`src/rtl/pcs_rx_pkg.sv`:
```
package pcs_rx_pkg;
  localparam int SEG_W     = 4;
  localparam int SS_PER_DS = 2;
  localparam int DS_N      = 2;
  localparam int SS_N      = DS_N * SS_PER_DS;
  localparam int BYTE_W    = SEG_W * SS_PER_DS;
  localparam int WORD_W    = BYTE_W * DS_N;
  localparam int MODE_W    = 2;
  localparam int FLG_W     = MODE_W * DS_N;
  localparam int STOP_CNT  = 2;

  typedef enum logic [1:0] {ST_FLG, ST_SS, ST_STOP} rx_st_e;
endpackage

```
`src/rtl/pcs_rx_sync.sv`:
```
module pcs_rx_sync #(
  parameter int STAGES = 2
) (
  input  logic clk_i,
  input  logic rst_ni,
  input  logic d_i,
  output logic lvl_o,
  output logic rise_o
);
  logic [STAGES-1:0] sh_q;
  logic              last_q;

  always_ff @(posedge clk_i or negedge rst_ni) begin
    if (!rst_ni) begin
      sh_q   <= '0;
      last_q <= 1'b0;
    end else begin
      sh_q   <= {sh_q[STAGES-2:0], d_i};
      last_q <= sh_q[STAGES-1];
    end
  end

  assign lvl_o  = sh_q[STAGES-1];
  assign rise_o = sh_q[STAGES-1] & ~last_q;
endmodule

```
`src/rtl/pcs_rx_stream.sv`:
```
module pcs_rx_stream #(
  parameter int GAP_CYC = 4,
  parameter int CNT_W   = 5
) (
  input  logic             clk_i,
  input  logic             rst_ni,
  input  logic             lvl_i,
  input  logic             rise_i,
  output logic             done_o,
  output logic [CNT_W-1:0] cnt_o
);
  localparam int LOW_W = $clog2(GAP_CYC + 1);
  localparam logic [CNT_W-1:0] CNT_MAX = '1;

  logic             active_q, done_q;
  logic [LOW_W-1:0] low_q;
  logic [CNT_W-1:0] cnt_q;

  always_ff @(posedge clk_i or negedge rst_ni) begin
    if (!rst_ni) begin
      active_q <= 1'b0;
      done_q   <= 1'b0;
      low_q    <= '0;
      cnt_q    <= '0;
    end else begin
      done_q <= 1'b0;
      if (rise_i) begin
        active_q <= 1'b1;
        low_q    <= '0;
        if (!active_q)             cnt_q <= CNT_W'(1);
        else if (cnt_q != CNT_MAX) cnt_q <= cnt_q + 1'b1; // saturate
      end else if (active_q && !lvl_i) begin
        if (low_q == LOW_W'(GAP_CYC - 1)) begin
          active_q <= 1'b0;
          done_q   <= 1'b1;
          low_q    <= '0;
        end else begin
          low_q <= low_q + 1'b1;
        end
      end else if (lvl_i) begin
        low_q <= '0;
      end
    end
  end

  assign done_o = done_q;
  assign cnt_o  = cnt_q;
endmodule

```
`src/rtl/pcs_rx_unmap.sv`:
```
module pcs_rx_unmap
  import pcs_rx_pkg::*;
(
  input  logic [FLG_W-1:0]           flags_i,
  input  logic [SS_N-1:0][SEG_W-1:0] ss_i,
  output logic [WORD_W-1:0]          word_o
);
  for (genvar d = 0; d < DS_N; d++) begin : g_seg
    logic [BYTE_W-1:0] enc, unrev;
    logic [MODE_W-1:0] mode;

    assign enc  = ss_i[d*SS_PER_DS +: SS_PER_DS];
    assign mode = flags_i[FLG_W-1-d*MODE_W -: MODE_W];

    always_comb begin
      for (int i = 0; i < BYTE_W; i++)
        unrev[i] = mode[0] ? enc[BYTE_W-1-i] : enc[i];
    end

    assign word_o[d*BYTE_W +: BYTE_W] = mode[1] ? ~unrev : unrev;
  end
endmodule

```
`src/rtl/pcs_rx_decoder.sv`:
```
module pcs_rx_decoder
  import pcs_rx_pkg::*;
#(
  parameter int GAP_CYC     = 4,
  parameter int SYNC_STAGES = 2,
  parameter int CNT_W       = 5
) (
  input  logic              clk_i,
  input  logic              rst_ni,
  input  logic              line_i,
  output logic [WORD_W-1:0] word_o,
  output logic              valid_o,
  output logic              err_o
);
  localparam int IX_W = $clog2(SS_N);
  localparam logic [CNT_W-1:0] SS_LIM  = CNT_W'(2 ** SEG_W);
  localparam logic [CNT_W-1:0] FLG_LIM = CNT_W'(2 ** FLG_W);
  localparam logic [CNT_W-1:0] STOP_N  = CNT_W'(STOP_CNT);

  logic             lvl, rise, strm_done;
  logic [CNT_W-1:0] strm_cnt, strm_val;

  pcs_rx_sync #(.STAGES(SYNC_STAGES)) u_sync (
    .clk_i(clk_i), .rst_ni(rst_ni), .d_i(line_i), .lvl_o(lvl), .rise_o(rise)
  );

  pcs_rx_stream #(.GAP_CYC(GAP_CYC), .CNT_W(CNT_W)) u_stream (
    .clk_i(clk_i), .rst_ni(rst_ni), .lvl_i(lvl), .rise_i(rise),
    .done_o(strm_done), .cnt_o(strm_cnt)
  );

  rx_st_e                     st_q;
  logic [IX_W-1:0]            ix_q;
  logic [FLG_W-1:0]           flags_q;
  logic [SS_N-1:0][SEG_W-1:0] ss_q;
  logic [WORD_W-1:0]          dec_word, word_q;
  logic                       valid_q, err_q;

  assign strm_val = strm_cnt - 1'b1;

  pcs_rx_unmap u_unmap (.flags_i(flags_q), .ss_i(ss_q), .word_o(dec_word));

  always_ff @(posedge clk_i or negedge rst_ni) begin
    if (!rst_ni) begin
      st_q    <= ST_FLG;
      ix_q    <= '0;
      flags_q <= '0;
      ss_q    <= '0;
      word_q  <= '0;
      valid_q <= 1'b0;
      err_q   <= 1'b0;
    end else begin
      valid_q <= 1'b0;
      err_q   <= 1'b0;
      if (strm_done) begin
        unique case (st_q)
          ST_FLG: begin
            if (strm_cnt > FLG_LIM) begin
              err_q <= 1'b1;
            end else begin
              flags_q <= strm_val[FLG_W-1:0];
              ix_q    <= '0;
              st_q    <= ST_SS;
            end
          end
          ST_SS: begin
            if (strm_cnt > SS_LIM) begin
              err_q <= 1'b1;
              st_q  <= ST_FLG;
            end else begin
              ss_q[ix_q] <= strm_val[SEG_W-1:0];
              ix_q       <= ix_q + 1'b1;
              if (ix_q == IX_W'(SS_N - 1)) st_q <= ST_STOP;
            end
          end
          default: begin
            if (strm_cnt == STOP_N) begin
              valid_q <= 1'b1;
              word_q  <= dec_word;
            end else begin
              err_q <= 1'b1;
            end
            st_q <= ST_FLG;
          end
        endcase
      end
    end
  end

  assign word_o  = word_q;
  assign valid_o = valid_q;
  assign err_o   = err_q;
endmodule

```
`config.mk`:
```
export PLATFORM = sky130hd
export DESIGN_NAME = pcs_rx_decoder
export DESIGN_NICKNAME = d
export VERILOG_FILES = /design/src/rtl/pcs_rx_pkg.sv /design/src/rtl/pcs_rx_sync.sv /design/src/rtl/pcs_rx_stream.sv /design/src/rtl/pcs_rx_unmap.sv /design/src/rtl/pcs_rx_decoder.sv
export SDC_FILE = /design/constraint.sdc
export NUM_CORES = 1
export LEC_CHECK = 0
export BUFFER_PORTS_ARGS = -buffer_cell sky130_fd_sc_hd__buf_2
export CORE_MARGIN = 5
export CORE_UTILIZATION = 40
export CTS_BUF_LIST = sky130_fd_sc_hd__clkbuf_4
export CTS_CLUSTER_DIAMETER = 200
export DETAILED_ROUTE_END_ITERATION = 8
export GPL_TIMING_DRIVEN = 0
export PLACE_DENSITY = 0.58
export RECOVER_POWER = 25
export SYNTH_ARGS = -nofsm -noshare
export SYNTH_HDL_FRONTEND = slang
export SYNTH_SLANG_ARGS = --single-unit
```
`constraint.sdc`:
```
create_clock -name clk_i -period 2.1 [get_ports clk_i]
set_input_delay 0.105 -clock clk_i [delete_from_list [all_inputs] [get_ports clk_i]]
set_output_delay 0.105 -clock clk_i [all_outputs]
set_load 0.1 [all_outputs]
```
==> metrics.log <==
[metrics] effective utilization at floorplan: 40.6%
[metrics] reg-to-reg startpoint: u_stream.cnt_o[0]
[metrics] first-pass GRT wire length: 7530 um
[metrics] Mapped Area: 2730 um2
[metrics] crit path kind: flip-flop to flip-flop
[metrics] sequential standard cell area: 1380 um2
[metrics] number of global-route vias before repair: 1,562
[metrics] post-route DRC violation count: 0
[metrics] initial DRC count: 44
[metrics] # port buffers: 20
[metrics] worst-path fanout max: 7
[metrics] Avg Inst Size Synth: 13.2 um2
[metrics] worst hold path class: flip-flop to flip-flop
[metrics] flip-flop cell with the highest count after synthesis: dfrtp_1
[metrics] worst endpoint required time: 2.35 ns
[metrics] post-route clock skew: 0.0146 ns
[metrics] share of the yosys chip area belonging to registers: 50.5%
[metrics] shortest period the worst path allows: 2.06 ns
[metrics] Final #Nets: 257
[metrics] Finished Core Util: 46.2%
[metrics] power density normalized to cell area: 931 nW/um2
[metrics] final count of hold timing violations: 0
[metrics] result of the run: finished, final reports clean
[metrics] average routed wire per standard cell: 13.6 um
[metrics] Ys Warns: 0
[metrics] I/O pin total: 21
[metrics] setup violation total in the final timing report: 0
[metrics] CTS tree: yes
[metrics] chip height: 92.6 um
[metrics] Max-Slew Margin vs Limit: 8.86%
[metrics] endpoint of the lowest-slack register-to-register path: flags_q[3]
[metrics] maximum clock frequency: 486 MHz
[metrics] Setup crit end: flags_q[3]
[metrics] Post-Route WL: 4420 um
[metrics] Synth Net Count: 218
[metrics] share of post-route cells with drive strength above 1: 35.4%
[metrics] Root Driver: clkbuf_4
[metrics] area occupied by multi-input gates: 1270 um2
[metrics] reg-to-reg slack, setup: 0.04 ns
[metrics] path depth of the worst reg2reg path: 6
[metrics] final antenna diode count: 0
[metrics] fin crit share: 97.9%
[metrics] Leakage: 0.00145 uW
[metrics] worst-case clock buffer depth: 2
[metrics] total CTS buffers: 5
[metrics] vias after detailed routing: 1,585
[metrics] number of detailed-route iterations in the first pass: 4
[metrics] synthesis-to-layout area growth: 13.7%
[metrics] proportion of register bits with asynchronous set or reset after synthesis: 100%
[metrics] setup total negative slack: 0 ns
[metrics] highest-count cells in the layout ignoring fill and taps: dfrtp_1, mux2_2, mux2i_1
[metrics] Num Clock Sinks: 55
[metrics] weighted congestion at the end of routability-driven global placement: 0.734
[metrics] Worst Tran Pin Value: 1.37 ns
[metrics] max-cap viol count: 0
[metrics] worst path arrival time: 2.31 ns
[metrics] top cell type's share of synthesized area: 50.5%
[metrics] number of distinct library cells after synthesis: 34
[metrics] EDFF count, synth: 0
[metrics] half-perimeter wire length after detailed placement: 3040 um
[metrics] pin count of the biggest net entering global routing: 56
[metrics] most common cell after layout, fill and taps aside: dfrtp_1
[metrics] max-slew violation count: 0
[metrics] Worst VDD drop: 463 uV
[metrics] startpoint of the worst setup timing path: u_stream.cnt_o[0]
[metrics] detailed-route vias per instance: 4.86
[metrics] global-route congestion overflow total: 0
[metrics] initial antenna violation count: 0
[metrics] top cell type by total area after synthesis: dfrtp_1
[metrics] cell area after layout: 3100 um2
[metrics] die width: 92.6 um
[metrics] setup repair after global routing missed its margin: true
[metrics] clock-pin slew on the worst setup and hold paths: 0.15 ns
[metrics] placement row count: 30
[metrics] DRT antenna net count: 0
[metrics] worst-skew pair later-pin latency: 0.36 ns
[metrics] floorplan core area: 6720 um2
[metrics] kind of start point of the critical path: flip-flop
[metrics] GRT Util Overall: 10.9%
[metrics] Crit. End Element: flip-flop
[metrics] FF+latch count, synth: 55
[metrics] post-route worst hold slack: 0.369 ns
[metrics] dominant cells by area after synthesis: dfrtp_1, mux2_2, mux2i_1
[metrics] Fill cells: 623
[metrics] Cell Area, Placed: 2930 um2
[metrics] Mapped Cells: 206
[metrics] die outline area: 8570 um2
[metrics] maximum level of the CTS H-tree: 2
layout make-up:
type | instances | area share (%)
Tap cell | 80 | 3.23
Multi-Input combinational cell | 130 | 40.8
Buffer | 11 | 2.10
Timing Repair Buffer | 32 | 6.29
Clock inverter | 3 | 0.645
Clock buffer | 5 | 1.21
Inverter | 10 | 1.29
Sequential cell | 55 | 44.4
state kept, by name, summed over array words and instances, names as in the netlist:
name and flops:
ix_q 2, u_stream.cnt_o 5, st_q 2, u_stream.low_q 3, u_stream.active_q 1, valid_o 1, err_o 1, word_o 16
flags_q 4, ss_q 16, u_stream.done_o 1, u_sync.last_q 1, u_sync.sh_q 2
where the power goes:
group          internal (uW)  switching, uW
logic                    521            590
clock network            129            331
registers               1220            102
synth_stat cells, types with 3 or more instances:
| master | instances |
|---|---|
| mux2i_1 | 25 |
| mux2_4 | 3 |
| a22o_1 | 4 |
| nand2_1 | 6 |
| nor3_1 | 3 |
| a21oi_1 | 4 |
| a211oi_4 | 5 |
| ha_1 | 9 |
| inv_1 | 10 |
| clkbuf_1 | 3 |
| buf_1 | 3 |
| xnor2_1 | 16 |
| nand3_1 | 3 |
| o21ai_0 | 3 |
| mux2_2 | 29 |
| nand2b_1 | 3 |
| dfrtp_1 | 55 |
what timing repair did:
action / in CTS / in global routing
gates resized for setup: 4 / 2
hold buffers: 1 / 1
setup endpoints to repair: 29 / 17
cloned: 0 / 0
hold endpoints to repair: 1 / 55
pin swaps: 5 / 2
buffers inserted: 2 / 8
critical path, stage by stage (launching register included):
cell,delay [ns]
dfrtp_1,0.44
inv_4,0.09
ha_2,0.19
or3b_4,0.38
buf_6,0.16
a211oi_4,0.33
mux2_2,0.38
worst min path at each step:
stage | startpoint | endpoint | slack (ns) | cells after the start
after global routing | line_i | u_sync.sh_q[0] | 0.36 | 2
final | u_sync.sh_q[0] | u_sync.sh_q[1] | 0.37 | 0
after detailed placement | line_i | u_sync.sh_q[0] | 0.22 | 1
after CTS | rst_ni | word_o[15] | 0.02 | 1
after global placement | line_i | u_sync.sh_q[0] | 0.22 | 1
after floorplan | rst_ni | err_o | -0.19 | 0
cells by family (layout without fill, tap and decap cells):
kind of cell	after synthesis	count (layout)	share of synthesized area (%)
XOR/XNOR	18	18	5.78
adder cells (fa/ha/maj)	9	9	4.13
buffers and inverters	21	61	3.76
flip-flops	55	55	50.5
AO/OA/AOI/OAI	18	18	6.83
multiplexers	57	57	22.8
AND/OR/NAND/NOR	28	28	6.24
metal layers:
layer / share of wire [%] / vias to the layer above / track usage (%)
met4: 0.61 / 0 / 2.23
met3: 2.6 / 2 / 2.68
met2: 46 / 17 / 17.9
met5: 0 / - / 0
li1: - / 791 / -
met1: 50 / 775 / 14.7
per-stage QoR:
step | std cells | worst slack (ns) | total power (uW)
after detailed placement | 306 | -0.199 | 2360
after floorplan | 206 | 0.0226 | 2140
after global placement | 306 | -0.185 | 2350
after CTS | 317 | -0.00382 | 2850
after global routing | 326 | -0.0255 | 3110
final | 326 | 0.0435 | 2890
No activity file was read; power rests on OpenSTA's default activity.
